### src/rtl/prgmap_pkg.sv
package prgmap_pkg;

    localparam int CPU_AW   = 16;
    localparam int DATA_W   = 8;
    localparam int INNER_W  = 5;
    localparam int OUTER_W  = 2;
    localparam int BANK_W   = INNER_W + OUTER_W;
    localparam int RAM_AW   = 11;
    localparam int PAGE_W   = 8;

    // low register fields, bits 6..0 (bit 7 belongs to CHR logic outside this block)
    typedef struct packed {
        logic       alt_top;   // bit 6
        logic       q_hi;      // bit 5
        logic       wide_mode; // bit 4
        logic [3:0] sel;       // bits 3..0
    } low_reg_t;

    typedef struct packed {
        logic cs2;
        logic cs1;
        logic sclk;
        logic sdo;
    } ser_reg_t;

    typedef enum logic [2:0] {
        PG_LOW  = 3'd0,
        PG_HIGH = 3'd1,
        PG_SER  = 3'd2,
        PG_MIR  = 3'd3,
        PG_RD   = 3'd4,
        PG_NONE = 3'd7
    } page_e;

    typedef enum logic {
        MIR_HORZ = 1'b0,
        MIR_VERT = 1'b1
    } mirror_e;

    function automatic page_e decode_page(input logic [PAGE_W-1:0] hi);
        case (hi)
            8'h50:   return PG_LOW;
            8'h51:   return PG_HIGH;
            8'h52:   return PG_SER;
            8'h53:   return PG_MIR;
            8'h55:   return PG_RD;
            default: return PG_NONE;
        endcase
    endfunction

    // inner 16 KiB bank number (PRG A18..A14)
    function automatic logic [INNER_W-1:0] inner_bank(input low_reg_t r, input logic a14);
        logic [INNER_W-1:0] b;
        if (r.wide_mode)
            b = {r.sel, a14};
        else if (!a14)
            b = {r.q_hi, r.sel};
        else if (r.alt_top)
            b = {3'b111, r.sel[0], 1'b0};
        else
            b = '1;
        return b;
    endfunction

endpackage

### src/rtl/prgmap_regs.sv
module prgmap_regs
    import prgmap_pkg::*;
(
    input  logic                clk,
    input  logic                rst,
    input  logic                wr_en,
    input  page_e               page,
    input  logic [DATA_W-1:0]   wdata,
    output low_reg_t            low_q,
    output logic [OUTER_W-1:0]  outer_q,
    output logic                mir_q,
    output ser_reg_t            ser_q
);

    always_ff @(posedge clk) begin
        if (rst) begin
            low_q   <= '0;
            outer_q <= '0;
            mir_q   <= 1'b0;
            ser_q   <= '0;
        end else if (wr_en) begin
            case (page)
                PG_LOW:  low_q   <= low_reg_t'(wdata[6:0]);
                PG_HIGH: outer_q <= wdata[OUTER_W-1:0];
                PG_SER:  ser_q   <= '{cs2: wdata[6], cs1: wdata[4], sclk: wdata[2], sdo: wdata[0]};
                PG_MIR:  mir_q   <= wdata[7];
                default: ;
            endcase
        end
    end

    // no strobe, no change
    a_r12_hold_without_strobe: assert property (@(posedge clk) disable iff (rst)
        !wr_en |=> ($stable(low_q) && $stable(outer_q) && $stable(mir_q) && $stable(ser_q)));

    // outer register takes the written bits
    a_r7_outer_capture: assert property (@(posedge clk) disable iff (rst)
        (wr_en && page == PG_HIGH) |=> (outer_q == $past(wdata[1:0])));

    // unused pages leave all state alone
    a_r2_unused_page: assert property (@(posedge clk) disable iff (rst)
        (page == PG_NONE || page == PG_RD) |=> ($stable(low_q) && $stable(outer_q) && $stable(mir_q) && $stable(ser_q)));

endmodule

### src/rtl/prgmap_xlate.sv
module prgmap_xlate
    import prgmap_pkg::*;
(
    input  logic                clk,
    input  logic                rst,
    input  low_reg_t            low_q,
    input  logic [OUTER_W-1:0]  outer_q,
    input  logic                mir_q,
    input  logic                a14,
    output logic [BANK_W-1:0]   bank,
    output mirror_e             mirror
);

    logic [INNER_W-1:0] inner;

    always_comb begin
        inner  = inner_bank(low_q, a14);
        bank   = {outer_q, inner};
        mirror = low_q.wide_mode ? mirror_e'(mir_q) : MIR_VERT;
    end

    // fixed top window
    a_r4_fixed_top: assert property (@(posedge clk) disable iff (rst)
        (!low_q.wide_mode && a14 && !low_q.alt_top) |-> (bank[INNER_W-1:0] == 5'h1F));

    // alternate top window is 28 or 30
    a_r5_alt_top: assert property (@(posedge clk) disable iff (rst)
        (!low_q.wide_mode && a14 && low_q.alt_top) |-> (bank[4:2] == 3'b111 && !bank[0]));

    // 32 KiB mode passes A14 through
    a_r6_wide_a14: assert property (@(posedge clk) disable iff (rst)
        low_q.wide_mode |-> (bank[0] == a14));

    // vertical forced in 16 KiB mode
    a_r8_forced_vert: assert property (@(posedge clk) disable iff (rst)
        !low_q.wide_mode |-> (mirror == MIR_VERT));

    // outer bits on top in every mode
    a_r7_outer_bits: assert property (@(posedge clk) disable iff (rst)
        bank[BANK_W-1:INNER_W] == outer_q);

endmodule

### src/rtl/prgmap_serial.sv
module prgmap_serial
    import prgmap_pkg::*;
(
    input  logic               clk,
    input  logic               rst,
    input  ser_reg_t           ser_q,
    input  logic               rd_hit,
    input  logic               ee_di,
    output logic               ee_cs1,
    output logic               ee_cs2,
    output logic               ee_clk,
    output logic               ee_do,
    output logic [DATA_W-1:0]  rdata,
    output logic               rdata_oe
);

    localparam int DI_BIT = 2;

    always_comb begin
        ee_cs1   = ser_q.cs1;
        ee_cs2   = ser_q.cs2;
        ee_clk   = ser_q.sclk;
        ee_do    = ser_q.sdo;
        rdata    = '0;
        rdata[DI_BIT] = ~ee_di;
        rdata_oe = rd_hit;
    end

    // only bit 2 may be set in readback
    a_r10_readback_bits: assert property (@(posedge clk) disable iff (rst)
        rdata_oe |-> ($countones(rdata) <= 1 && rdata[DI_BIT] != ee_di));

endmodule

### src/rtl/prg_bank_ctrl.sv
module prg_bank_ctrl
    import prgmap_pkg::*;
#(
    parameter int AW      = CPU_AW,
    parameter int DW      = DATA_W,
    parameter int BW      = BANK_W,
    parameter int RAM_W   = RAM_AW
) (
    input  logic            clk,
    input  logic            rst,
    input  logic [AW-1:0]   cpu_addr,
    input  logic [DW-1:0]   cpu_wdata,
    input  logic            cpu_rw,
    input  logic            m2,
    output logic [DW-1:0]   cpu_rdata,
    output logic            cpu_rdata_oe,
    output logic [BW-1:0]   prg_bank,
    output logic            prg_rom_ce,
    output logic            prg_ram_ce,
    output logic [RAM_W-1:0] ram_addr,
    output logic            mirror_vert,
    output logic            ee_cs1,
    output logic            ee_cs2,
    output logic            ee_clk,
    output logic            ee_do,
    input  logic            ee_di
);

    localparam int A14_BIT = 14;

    page_e              page;
    logic               wr_en;
    logic               rd_hit;
    low_reg_t           low_q;
    logic [OUTER_W-1:0] outer_q;
    logic               mir_q;
    ser_reg_t           ser_q;
    mirror_e            mirror;

    always_comb begin
        page       = decode_page(cpu_addr[AW-1:AW-PAGE_W]);
        wr_en      = m2 && !cpu_rw;
        rd_hit     = m2 && cpu_rw && (page == PG_RD);
        prg_rom_ce = cpu_addr[AW-1];
        prg_ram_ce = (cpu_addr[AW-1:AW-3] == 3'b011);
        ram_addr   = cpu_addr[RAM_W-1:0];
        mirror_vert = (mirror == MIR_VERT);
    end

    prgmap_regs u_regs (
        .clk     (clk),
        .rst     (rst),
        .wr_en   (wr_en),
        .page    (page),
        .wdata   (cpu_wdata),
        .low_q   (low_q),
        .outer_q (outer_q),
        .mir_q   (mir_q),
        .ser_q   (ser_q)
    );

    prgmap_xlate u_xlate (
        .clk     (clk),
        .rst     (rst),
        .low_q   (low_q),
        .outer_q (outer_q),
        .mir_q   (mir_q),
        .a14     (cpu_addr[A14_BIT]),
        .bank    (prg_bank),
        .mirror  (mirror)
    );

    prgmap_serial u_serial (
        .clk      (clk),
        .rst      (rst),
        .ser_q    (ser_q),
        .rd_hit   (rd_hit),
        .ee_di    (ee_di),
        .ee_cs1   (ee_cs1),
        .ee_cs2   (ee_cs2),
        .ee_clk   (ee_clk),
        .ee_do    (ee_do),
        .rdata    (cpu_rdata),
        .rdata_oe (cpu_rdata_oe)
    );

    // RAM and ROM selects never overlap
    a_r11_ce_exclusive: assert property (@(posedge clk) disable iff (rst)
        !(prg_ram_ce && prg_rom_ce));

    // readback driven only on reads
    a_r10_oe_on_read: assert property (@(posedge clk) disable iff (rst)
        cpu_rdata_oe |-> (cpu_rw && m2));

endmodule

### config.mk
export PLATFORM = sky130hd
export DESIGN_NAME = prg_bank_ctrl
export DESIGN_NICKNAME = d
export VERILOG_FILES = /design/src/rtl/prgmap_pkg.sv /design/src/rtl/prgmap_regs.sv /design/src/rtl/prgmap_xlate.sv /design/src/rtl/prgmap_serial.sv /design/src/rtl/prg_bank_ctrl.sv
export SDC_FILE = /design/constraint.sdc
export NUM_CORES = 1
export LEC_CHECK = 0
export BUFFER_PORTS_ARGS = -buffer_cell sky130_fd_sc_hd__buf_2
export CAP_MARGIN = 10
export CELL_PAD_IN_SITES_DETAIL_PLACEMENT = 1
export CELL_PAD_IN_SITES_GLOBAL_PLACEMENT = 2
export CORE_UTILIZATION = 19
export DETAILED_ROUTE_END_ITERATION = 16
export PLACE_DENSITY_LB_ADDON = 0.1
export SLEW_MARGIN = 20
export SYNTH_ARGS = -nofsm -noshare
export SYNTH_HDL_FRONTEND = slang
export SYNTH_SLANG_ARGS = --single-unit
### constraint.sdc
create_clock -name clk -period 1.4 [get_ports clk]
set_input_delay 0.14 -clock clk [delete_from_list [all_inputs] [get_ports clk]]
set_output_delay 0.14 -clock clk [all_outputs]
set_load 0.02 [all_outputs]
# Yosys cells after proc, flatten, opt, wreduce, memory -nomap -nowiden
# Index checks and enable logic that the tools add are counted.
# classes
n_bitwise	1
n_eq_ne	10
n_reduce_logical	9
muxes	5
# op_table
op	count
$eq 8x7->1 const B	5
$pmux 3 s5	1
$mux 5	2
$eq 3x2->1 const B	3
$reduce_and 2->1	4
$eq 3x1->1 const B	1
$eq 3x3->1 const B	1
$logic_and 1x1->1	3
$logic_not 3->1	1
$mux 2	1
$logic_not 1->1	1
$mux 1	1
$not 1->1	1
# word_totals
in_bits	29
register_bits	14
output_inout_bits	34
elab_cells	35

# Depth between registers and ports, before layout
# Gate-level depths: netlist of run 1.
# depth
word_depth	4
depth_mapped	6
ltp_nobuf	3

# By module
# A second synthesis of run 1 with hierarchy kept.
# unflattened
cells_unflattened	115
hier_area_um2	1014.7
# modules_own_cells
mod	cells_per_inst	instances	area_each_um2	seq_area_each_um2
prgmap_regs	59	1	633.1	280.3
prg_bank_ctrl	24	1	180.2	0.0
prgmap_xlate	18	1	103.8	0.0
prgmap_serial	14	1	97.6	0.0

# Least setup slack after synthesis of run 1
# No wires, ideal clock.
# synth_timing
path_type	input to register
from	in cpu_addr[14]
to	reg, netlist name u_regs.low_q[0]
setup_ns	0.119
n_path_buf	3
cell_stages	6
t_arrival_ns	1.455
path_slack_ns	-0.174
t_required_ns	1.281
cell_sequence	buf_6 > or4b_1 > buf_2 > or4_4 > buf_6 > mux2i_1
# synth_via
elab_chain_len	4
elab_cells_between_ends	8
classes_between	5 x eq/ne; 1 x mux; 2 x reduce/logical
# synth_lines
item	line_no	rtl
start: declaration	prg_bank_ctrl.sv:11	input logic [AW-1:0] cpu_addr,
$eq 8x7->1	prgmap_pkg.sv:41	case (hi)
$pmux 3 s5 (*)	prgmap_pkg.sv:41	
$logic_not 3->1 (*)	prgmap_regs.sv:22	case (page)
$reduce_and 2->1 (no line) (*)	--	
# Every way passes the cells marked *; elsewhere a longest branch is shown, timed or not.
# A chain may end at the register's enable or synchronous reset.

# Worst setup path after layout of run 1
# layout_timing
from	in cpu_rw
to	reg, netlist name u_regs.low_q[0]
# layout_via
elab_chain_len	3
# layout_lines
item	line_no	rtl
start: declaration	prg_bank_ctrl.sv:13	input logic cpu_rw,
$logic_not 1->1	prg_bank_ctrl.sv:42	wr_en = m2 && !cpu_rw;
$logic_and 1x1->1	prg_bank_ctrl.sv:42	
$reduce_and 2->1 (no line)	--	
# No other way between the ends.

==> results summary, run 1 <==
The run finished with clean final reports. The multiplexer share of the synthesized area is 15.22%. The area of the core is 4504 um^2. The y dimension of the die came out at 71.62 um.

The number of detailed-routing iterations run before antenna repair is 4. After synthesis, the largest family of logic cells by area is simple AND/OR/NAND/NOR gates. The count of pins on the block boundary is 63. The master of the slowest instance on the critical path is or4b_4. Post-CTS timing repair inserted 0 buffers for setup. The largest single stage delay on the critical path is 0.56 ns. After Yosys synthesis, and, or, nand and nor cells account for 28.80% of the synthesized area. Summing internal, switching and leakage power gives 0.0009338 W. The deepest clock path buffer count came out at 2. The number of H-tree levels came out at 1.

The number of nets in the layout is 165. The number of hold violations in the final report is 0. After Yosys synthesis, full adders, half adders and majority gates account for 0% of the synthesized area.

Across all layers, the routed design uses 753 vias. Walking the worst path, the cells encountered are buf_2 > or4b_4 > or4_4 > mux2i_1. The data arrival time of the critical path is 1.45 ns. The worst setup path is launched from a primary input.

The final worst hold slack is 0.1580 ns. The minimum period implied by the final worst setup slack is 1.316 ns. The first-iteration detailed-routing DRC count is 24. The library cells used most frequently in the layout, excluding fill and tap cells, are buf_2 (39), nand2b_1 (24), mux2i_1 (14). The number of different library cells in the post-synthesis netlist came out at 24. The maximum number of pins on one net before global-route repair came out at 23. The via count of the first global-routing pass is 775. The sum of routed wire length over all layers is 2125 um. The library cell used most frequently in the layout, excluding fill and tap cells, is buf_2. In this run, CTS created clock tree buffers numbering 3.

The total routing resource utilization after global routing is 8.860%. Of the available clock period, the critical path in the final layout requires 94.02%. The register bit total from synthesis came out at 14. Setup violations remaining at the end of the flow were counted as 0. The share of cells above drive strength 1 came out at 42.22%.

After synthesis, the mean cell area works out to 8.855 um^2. The worst setup path is captured at a flip-flop. The total congestion overflow after global routing is 0.

Sequential elements use 30.43% of the synthesized area. The detail route stage leaves a number of antenna-violating nets equal to 0. The routability-driven placement congestion ratio came out at 0.6860. The xor-xnor portion of the synthesized cell area is 0%.

The CTS tree is yes. The cell sitting at the root of the clock tree is a clkbuf_8. The Yosys step of the flow raised 0 warnings. The required time of the critical path came out at 1.53 ns. The first-pass GRT wire length is 3581 um. The initial antenna violation count came out at 0. The worst min-delay path class is in2reg. The number of max-slew violations in the final report is 0. Once detailed placement completed, the half-perimeter wirelength came to 1750 um.

For this design, the CTS-stage hold fixing added 0 buffers. After detailed routing, the average wire length per cell comes to 11.36 um. Row generation in the floorplan step produced 24 rows.

The clock sink count is 14. The DRC violation count after routing is 0. The average via count per standard cell is 4.027. The clock latency on the worst-skew pair came out at 0.24 ns. The number of port buffers is 39. The area growth from synthesis to layout is 23.91%. The cell leakage power came out at 0.5203 nW. The filler cell count in the final layout came out at 564. The number of standard cells after synthesis is 104.

The worst-case clock skew is 0 ns. The starting density of the core is 20.44%. Summing the areas of all compound-gate instances in the mapped netlist gives 4.620% of the synthesized area. The clock input transition at the sequential cells of the worst setup and hold paths is 0.06 ns. The number of violations of the max-capacitance limit is 0.

Across the VDD grid, the largest voltage drop is 457.9 uV. The die covers 5129 um^2. The post-synthesis instance area came out at 920.9 um^2.

The post-placement setup slack came out at -0.2725 ns. Timing would allow up to 759.8 MHz. The total power density per cell area is 818.3 nW/um^2. Of all nets on the critical path, the largest fanout is 5. The total inserted antenna cells came out at 0. The least setup slack across all paths after layout came out at 0.08379 ns.

The die width came out at 71.62 um. The setup path with the least slack is of type in2reg. Setup repair after global routing left no endpoint under its margin. The post-CTS resize count is 2.
-- kinds of logic after synthesis --
| logic type | count (synthesis) |
|---|---|
| AND/OR/NAND/NOR | 41 |
| multiplexers | 14 |
| AO/OA/AOI/OAI | 7 |
| buffers and inverters | 27 |
| other | 1 |
| flip-flops | 14 |
-- routing by layer --
layer	share of wire (%)	vias to the layer above	wire [um]	track usage (%)
met5	0	-	0	0
met2	44	31	937	13.84
met4	0.80	0	17	2.614
met1	48	335	1026	11.61
met3	6.8	5	144	2.954
li1	-	382	-	-
-- worst max-delay path: cells and delay by family --
kind          cells  cell delay [ns]
simple gates      2             1.06
buf+inv           1             0.10
mux               1             0.14
-- final timing paths --
path              cells past startpoint            start              end  slack, ns
setup / recovery                      4           cpu_rw  u_regs.low_q[0]       0.08
hold / removal                        3     cpu_wdata[7]     u_regs.mir_q       0.16
setup reg to reg                      2  u_regs.low_q[4]  u_regs.low_q[4]       0.70
hold reg to reg                       2  u_regs.ser_q[3]  u_regs.ser_q[3]       0.47
-- layout make-up --
cell class | count | area [um^2] | share of cell area, %
Clock buffer | 4 | 55.05 | 4.825
Multi-Input combinational cell | 69 | 484.2 | 42.43
Inverter | 2 | 7.507 | 0.6579
Sequential cell | 14 | 281.5 | 24.67
Timing Repair Buffer | 46 | 247.7 | 21.71
Tap cell | 52 | 65.06 | 5.702
-- sequential cells by signal, summed over array words and instances (netlist names) --
name / count
u_regs.low_q: 7
u_regs.ser_q: 4
u_regs.mir_q: 1
u_regs.outer_q: 2
-- cells in the mapped netlist --
library cell | n | area share (%)
nand2b_1 | 24 | 16
buf_4 | 19 | 15
dfxtp_1 | 14 | 30
mux2i_1 | 14 | 15
nand2_1 | 4 | 1.6
clkbuf_1 | 3 | 1.2
nor2_1 | 3 | 1.2
o21ai_0 | 3 | 1.6
a21oi_1 | 2 | 1.1
buf_6 | 2 | 2.4
inv_1 | 2 | 0.82
nor3_1 | 2 | 1.1
a31oi_1 | 1 | 0.68
and3_1 | 1 | 0.68
and3b_2 | 1 | 1.1
buf_2 | 1 | 0.54
conb_1 | 1 | 0.41
nand4bb_1 | 1 | 1.2
nor4_1 | 1 | 0.68
nor4b_1 | 1 | 0.95
nor4b_2 | 1 | 1.6
o32a_2 | 1 | 1.2
or4_4 | 1 | 1.2
or4b_1 | 1 | 1.1
-- stage by stage --
step	area [um^2]	util (%)	std cells	setup TNS (ns)
3_5_place_dp	1075	23.86	183	-2.695
6_report	1141	25.33	187	0
2_1_floorplan	947.2	-	110	-1.457
5_1_grt	1141	25.33	187	0
4_1_cts	1135	25.19	187	0
3_3_place_gp	1075	23.86	183	-2.491
-- report_power, final --
part | internal, W | switching [W] | total [W]
Combinational | 0.0000581 | 0.0000819 | 0.000140
Sequential | 0.000399 | 0.000000202 | 0.000399
Clock | 0.000249 | 0.000146 | 0.000395
Total | 0.000706 | 0.000228 | 0.000934
Power figures use the tool's default switching activity.
==> inputs of run 2 (changes only) <==
Settings changed: CORE_ASPECT_RATIO set to 1.5, CORE_UTILIZATION 19 to 20, CTS_BUF_LIST set to sky130_fd_sc_hd__clkbuf_8.
==> run 2 against run 1 <==
Net effect:
- the flow now finishes with violations (design-rule violations)
- largest power group unchanged
- count of clock-buffer cells in the layout stayed put
- hold slack worse by 0.0032 ns
- global-route usage is 0.62 points higher
- die area is 4.8% lower
- total power hardly changed
- core utilization is 1.1 points higher
- combinational power hardly changed
- critical path type unchanged
- maximum frequency is 1.7% lower
- setup slack worse by 0.023 ns
- wire length is 4.6% higher
==> results summary, run 2 (same netlist as run 1, synthesis figures left out) <==
The peak supply drop is 328.4 uV (-28%). The share of cells above drive strength 1 came out at 42.22% (unchanged). The area of the core is 4318 um^2 (-4.1%). The clock sink count is 14 (unchanged). The y dimension of the die is 85.11 um (+19%). The clock latency on the worst-skew pair came to 0.24 ns (about the same). The number of H-tree levels came out at 1 (unchanged). The final instance area came out at 1142 um^2 (+0.11%). The final setup violation count is 0 (unchanged). The worst-case clock skew came out at 0 ns (unchanged). The worst hold path terminates at u_regs.mir_q.

The deepest clock path buffer count is 2 (unchanged). The maximum number of pins on one net before global-route repair came to 23 (unchanged). The least setup slack across all paths after layout is 0.06083 ns (-0.02296 ns). The average via count per standard cell came to 4.199 (+4.3%). The number of buffers inserted by hold repair at cts came out at 0 (unchanged). The number of detailed-routing iterations run before antenna repair came out at 10 (+6). The filler cell count in the final layout is 528 (-6.4%).

The logic gate share of total power came out at 15.2% (+0.2 points). The beginning of the critical path is cpu_rw. The number of port buffers is 39 (unchanged). The master of the slowest instance on the critical path is or4b_4.

The proportion of power drawn by the clock network is 42.1% (-0.2 points). The total inserted antenna cells came out at 0 (unchanged). The combined buffer and inverter count along the critical path came out at 1 (unchanged).

STA classifies the critical path endpoint as a flip-flop. The clock input transition at the sequential cells of the worst setup and hold paths came out at 0.06 ns (about the same). The DRC violation count after routing came out at 3 (+3). The biggest fanout along the worst timing path is 5 (unchanged). The count of cells along the worst register-to-register path came out at 2 (unchanged).

The worst min-delay path class is in2reg. The wire length on met1 came out at 930 um (-9.4%). The flow ran to the end, but the final reports show violations. The most common cell after layout, fill and taps aside is buf_2. The number of vias after detailed routing came to 760 (+0.93%). The number of hold violations in the final report is 0 (unchanged). The count of pins on the block boundary is 63 (unchanged). The data arrival time of the critical path was 1.47 ns (+0.02 ns).

The total congestion overflow after global routing came out at 0 (unchanged). The number of core rows came out at 29 (+21%). The final total negative setup slack is 0 ns (unchanged).

The largest registers in the layout are u_regs.low_q (7), u_regs.ser_q (4), u_regs.outer_q (2). The fraction of the cycle the final worst path needs is 95.66% (+1.6 points). The overall power of the completed layout was 0.0009346 W (about the same). The final HPWL from detailed placement is 1794 um (+2.5%). The number of setup buffers added after CTS is 0 (unchanged). TritonCTS built the clock tree. The total length of routed met2 wires is 1152 um (+23%).

The total power density per cell area came out at 818.2 nW/um^2 (about the same). The area of combinational cells with multiple inputs is 493.0 um^2 (+1.8%). The wire length per cell after detailed routing is 12.28 um (+8.0%).

The starting density of the core came out at 21.33% (+0.88 points). The worst setup path is launched from a primary input. The switching part of the total is 24.45% (+0.055 points). The cell leakage power came out at 0.5284 nW (+1.6%). Signal routing reaches up to met4.

The minimum period implied by the final worst setup slack came out at 1.339 ns (+0.02296 ns). The first-pass GRT wire length is 3581 um (unchanged). The cell at the root of the clock tree is clkbuf_8. The register area came out at 281.5 um^2 (unchanged). The number of max-slew violations in the final report came to 0 (unchanged). The floorplan die area is 4885 um^2 (-4.8%). The register-to-register setup slack is 0.72 ns (+0.02 ns). The critical path goes through buf_2 > or4b_4 > or4_4 > mux2i_1. The library cells used most frequently in the layout, excluding fill and tap cells, are buf_2 (39), nand2b_1 (24), mux2i_1 (14). The area added between synthesis and finish came out at 24.05%. The total routing resource utilization after global routing is 9.478% (+0.62 points). The post-CTS resize count came to 0 (-2).

The worst register-to-register path begins at u_regs.low_q[4]. In this run the critical register-to-register path is captured at u_regs.low_q[4]. The required time of the critical path is 1.53 ns (about the same). The fmax came out at 746.7 MHz (-1.7%). The number of CTS-inserted buffers came to 3 (unchanged).

The worst hold path begins at cpu_wdata[7]. The initial antenna violation count came out at 0 (unchanged). The critical path in this run is classified as in2reg.

The via count of the first global-routing pass is 783 (+1.0%). The number of antenna-violating nets in the routed design came out at 0 (unchanged). The wire length on met3 came out at 122 um (-15%). The internal power of the cells was 0.0007061 W (about the same). The die width was 57.41 um (-20%).

The first-iteration detailed-routing DRC count was 23 (-4.2%). The cell family contributing the most delay on the critical path is simple AND/OR/NAND/NOR gates. The number of violations of the max-capacitance limit is 0 (unchanged). The post-placement setup slack came out at -0.2258 ns (+0.04677 ns). The final reports fail on design-rule violations. The flip-flop count of the largest register, all copies and words added came out at 7 (unchanged). The sum of routed wire length over all layers is 2222 um (+4.6%).

The switching power summed over all nets is 0.0002285 W (+0.31%). The share of power burned in registers came out at 42.7% (about the same). u_regs.low_q holds more flip-flops than any other register. The routability-driven placement congestion ratio came out at 0.6394 (-6.8%). The cell area reported after detailed placement came out at 1067 um^2 (-0.70%). The number of nets in the layout is 165 (unchanged). The delay of the slowest cell on the worst path was 0.56 ns (about the same). The instance count along the most critical hold path is 3 (unchanged).
-- run 2: changes by cell type in the layout (fill, tap and decap cells not counted) --
| cell | delta |
|---|---|
| nor4b_2 | -1 |
| nor4b_4 | +1 |
-- run 2: tightest hold or removal path, delay by kind of cell --
family / cells / cell delay, ns
multiplexers: 1 / 0.06
buffers and inverters: 1 / 0.09
AND/OR/NAND/NOR: 1 / 0.06
-- run 2: area by class of cell --
type,instances,area share (%)
Multi-Input combinational cell,69,43.15
Clock buffer,4,4.819
Tap cell,46,5.038
Timing Repair Buffer,46,21.69
Inverter,2,0.6572
Sequential cell,14,24.64
-- run 2: stage by stage --
step	hold slack (ns)	std cells	util (%)
6_report	0.1547	181	26.46
3_3_place_gp	0.2801	177	24.72
2_1_floorplan	0.2953	110	-
4_1_cts	0.1529	181	25.99
5_1_grt	0.1512	181	26.46
3_5_place_dp	0.2801	177	24.72
-- run 2: worst max-delay path by stage --
stage	endpoint	slack (ns)	depth (start not counted)
after floorplan	u_regs.low_q[0]	-0.17	6
after global placement	u_regs.low_q[3]	-0.22	6
after detailed placement	u_regs.ser_q[2]	-0.23	5
after CTS	prg_bank[0]	0.01	4
after global routing	cpu_rdata_oe	-0.01	5
final	u_regs.low_q[6]	0.06	4
-- run 2: power groups by stage --
stage | combinational [W] | sequential (W) | clock (W)
2_1_floorplan | 0.000139 | 0.000408 | 0
3_3_place_gp | 0.000139 | 0.000408 | 0
3_5_place_dp | 0.000140 | 0.000408 | 0
4_1_cts | 0.000140 | 0.000399 | 0.000409
5_1_grt | 0.000156 | 0.000398 | 0.000432
6_report | 0.000142 | 0.000399 | 0.000394
-- run 2: per-layer routing --
| metal | global-route usage [%] | vias to the layer above |
|---|---|---|
| met3 | 1.982 | 2 |
| met4 | 4.435 | 0 |
| met1 | 11.36 | 353 |
| met2 | 15.86 | 24 |
| li1 | - | 381 |
| met5 | 0 | - |
==> inputs of run 3 (changes only) <==
Settings changed: CORE_ASPECT_RATIO 1.5 to unset, GPL_TIMING_DRIVEN set to 0.
==> run 3 against run 2 <==
Net effect:
- critical path type unchanged
- global-route usage rose by 1.4 points
- clock skew is the same
- sequential power about the same
- maximum frequency is 0.13% higher
- first-iteration DRC count is 61% lower
- count of clock-buffer cells in the layout unchanged
- wire length up 13%
- the run now ends clean
==> results summary, run 3 (same netlist as run 1, synthesis figures left out) <==
The library cell used most frequently in the layout, excluding fill and tap cells, is buf_2. The routability-driven placement congestion ratio is 0.7303 (+14%). In the final layout, the registers with the most flip-flops are u_regs.low_q (7), u_regs.ser_q (4), u_regs.outer_q (2). The DRC violation count after routing is 0 (-3).

The area added between synthesis and finish came out at 47.69%. The tree is rooted in a clkbuf_8. For this design, the slowest cell found on the critical path is or4b_4.

The required time of the critical path is 1.53 ns (about the same). The number of CTS-inserted buffers was 3 (unchanged). The flip-flop count of the largest register, all copies and words added is 7 (unchanged).

The sum of routed wire length over all layers came out at 2514 um (+13%). The type of the worst setup path is in2reg. The worst-case clock skew was 0 ns (unchanged). The number of buffers inserted by hold repair at cts was 0 (unchanged). The cell area reported after detailed placement came out at 1242 um^2 (+16%).

The number of H-tree levels came to 1 (unchanged). The deepest clock path buffer count came out at 2 (unchanged). The number of port buffers came out at 46 (+18%). The type of element capturing the critical path is a flip-flop.

The number of violations of the max-capacitance limit came out at 0 (unchanged). The total inserted antenna cells is 0 (unchanged). The clock input transition at the sequential cells of the worst setup and hold paths came to 0.06 ns (about the same). The clock sink count is 14 (unchanged). The number of hold violations in the final report is 0 (unchanged). The final HPWL from detailed placement came out at 1992 um (+11%). The top cell family by delay on the critical path is simple AND/OR/NAND/NOR gates. The first-pass GRT wire length came out at 4181 um (+17%). The post-placement setup slack came out at -0.4938 ns (-0.2681 ns). The clock latency on the worst-skew pair came to 0.25 ns (about the same). The logic gate share of total power came out at 21.5% (+6.3 points).

The peak supply drop is 280.1 uV (-15%). The first-iteration detailed-routing DRC count is 9 (-61%). The minimum period implied by the final worst setup slack came out at 1.337 ns (-0.001774 ns).

The via count of the first global-routing pass is 902 (+15%). The initial antenna violation count came out at 0 (unchanged). The number of antenna-violating nets in the routed design came out at 0 (unchanged). The number of detailed-routing iterations run before antenna repair came out at 3 (-7). The share of power burned in registers came out at 39.0% (-3.7 points). The switching power summed over all nets came out at 0.0002677 W (+17%). Setup repair after global routing left no endpoint under its margin. The maximum number of pins on one net before global-route repair is 12 (-48%). The delay of the slowest cell on the worst path came out at 0.58 ns (+0.02 ns).

The run finished with clean final reports. The final setup violation count came out at 0 (unchanged). The internal power of the cells is 0.0007546 W (+6.9%). The data arrival time of the critical path came to 1.47 ns (about the same).

The total routing resource utilization after global routing is 10.83% (+1.4 points). The worst setup path is launched from a primary input. The total congestion overflow after global routing is 0 (unchanged). The starting density of the core came out at 21.00% (-0.32 points). The fmax was 747.7 MHz (+0.13%).

The fraction of the cycle the final worst path needs is 95.53% (-0.13 points). The least setup slack across all paths after layout is 0.06260 ns (+0.001774 ns). The wire length per cell after detailed routing is 11.91 um (-2.9%). The worst hold path belongs to the class in2reg. The top cell types in the final layout, fill and taps aside, are buf_2 (44), nand2b_1 (24), buf_4 (20). The reg-to-reg critical path startpoint is u_regs.low_q[4].

The cell leakage power came out at 0.6501 nW (+23%). The area of the core is 4384 um^2 (+1.5%). The combined buffer and inverter count along the critical path is 1 (unchanged). The worst hold path begins at cpu_wdata[5]. The average via count per standard cell is 4.100 (-2.4%).

The top register by number of flip-flops is u_regs.low_q. The number of max-slew violations in the final report is 0 (unchanged). The biggest fanout along the worst timing path came out at 5 (unchanged). The y dimension of the die was 69.86 um (-18%). The proportion of power drawn by the clock network is 39.5% (-2.6 points). The critical path depth in cells is 4 (unchanged).

The register-to-register setup slack came out at 0.70 ns (-0.02 ns). The final instance area came out at 1360 um^2 (+19%). The share of cells above drive strength 1 came out at 50.94% (+8.7 points). The final worst hold slack came out at 0.1545 ns (-0.0002710 ns). Traced cell by cell, the critical path runs through buf_6 > or4b_4 > or4_4 > mux2i_1. The die width came out at 69.86 um (+22%).

The total power density per cell area came to 751.7 nW/um^2 (-8.1%). The number of nets in the layout came out at 189 (+15%). The number of core rows came out at 24 (-17%).

TritonCTS built the clock tree. Tracing the worst setup path back leads to its startpoint at cpu_rw. The number of vias after detailed routing is 865 (+14%). The floorplan die area is 4880 um^2 (-0.12%). The count of cells along the worst register-to-register path is 2 (unchanged). The final total negative setup slack came to 0 ns (unchanged). The instance count along the most critical hold path is 3 (unchanged).

The count of pins on the block boundary came out at 63 (unchanged). The switching part of the total is 26.19% (+1.7 points).
-- run 3: cell count changes in the layout (fill, tap and decap cells not counted), sizes merged --
cell,before,now
buf,46,68
clkbuf,4,6
-- run 3: path summary, 6_finish.rpt --
check / endpoint
hold / removal: u_regs.low_q[5]
setup / recovery: u_regs.low_q[0]
setup reg to reg: u_regs.low_q[4]
hold reg to reg: u_regs.low_q[5]
-- run 3: final cells by class --
| class | instances | area [um^2] |
|---|---|---|
| Inverter | 2 | 7.507 |
| Tap cell | 52 | 65.06 |
| Multi-Input combinational cell | 69 | 524.3 |
| Timing Repair Buffer | 48 | 261.5 |
| Buffer | 22 | 165.2 |
| Fill cell | 544 | 3024 |
| Sequential cell | 14 | 281.5 |
| Clock buffer | 4 | 55.05 |
-- run 3: what timing repair did --
| item | 4_1_cts | 5_1_grt |
|---|---|---|
| endpoints found under the hold margin | 0 | 0 |
| pin swaps | 1 | 1 |
| buffers inserted | 2 | 0 |
| endpoints found under the setup margin | 17 | 13 |
| gates resized for setup | 10 | 3 |
-- run 3: power by group through the flow --
stage	Sequential [W]	Combinational, W	Clock, W
global route	0.000398	0.000237	0.000444
floorplan	0.000408	0.000139	0
global placement	0.000408	0.000204	0
finish	0.000399	0.000220	0.000404
CTS	0.000399	0.000222	0.000413
detailed placement	0.000408	0.000207	0
-- run 3: worst min-delay path: stages --
cell and delay (ns):
buf_2 0.10, nand2b_1 0.06, mux2i_1 0.06
-- run 3: stage by stage --
stage                     instances  power [W]  util, %
after floorplan                 110  0.0005464        -
after global placement          208  0.0006118    28.34
after detailed placement        208  0.0006147    28.34
after CTS                       212   0.001034    30.96
after global routing            211   0.001080    31.02
final                           211   0.001022    31.02
-- run 3: metal layers --
metal  vias up  track usage (%)  part of all wire, %
met2        50            19.34                   47
met1       383            11.89                   42
met4         0            4.667                  1.1
met3         3            3.030                  9.8
li1        429                -                    -
met5         -                0                    0
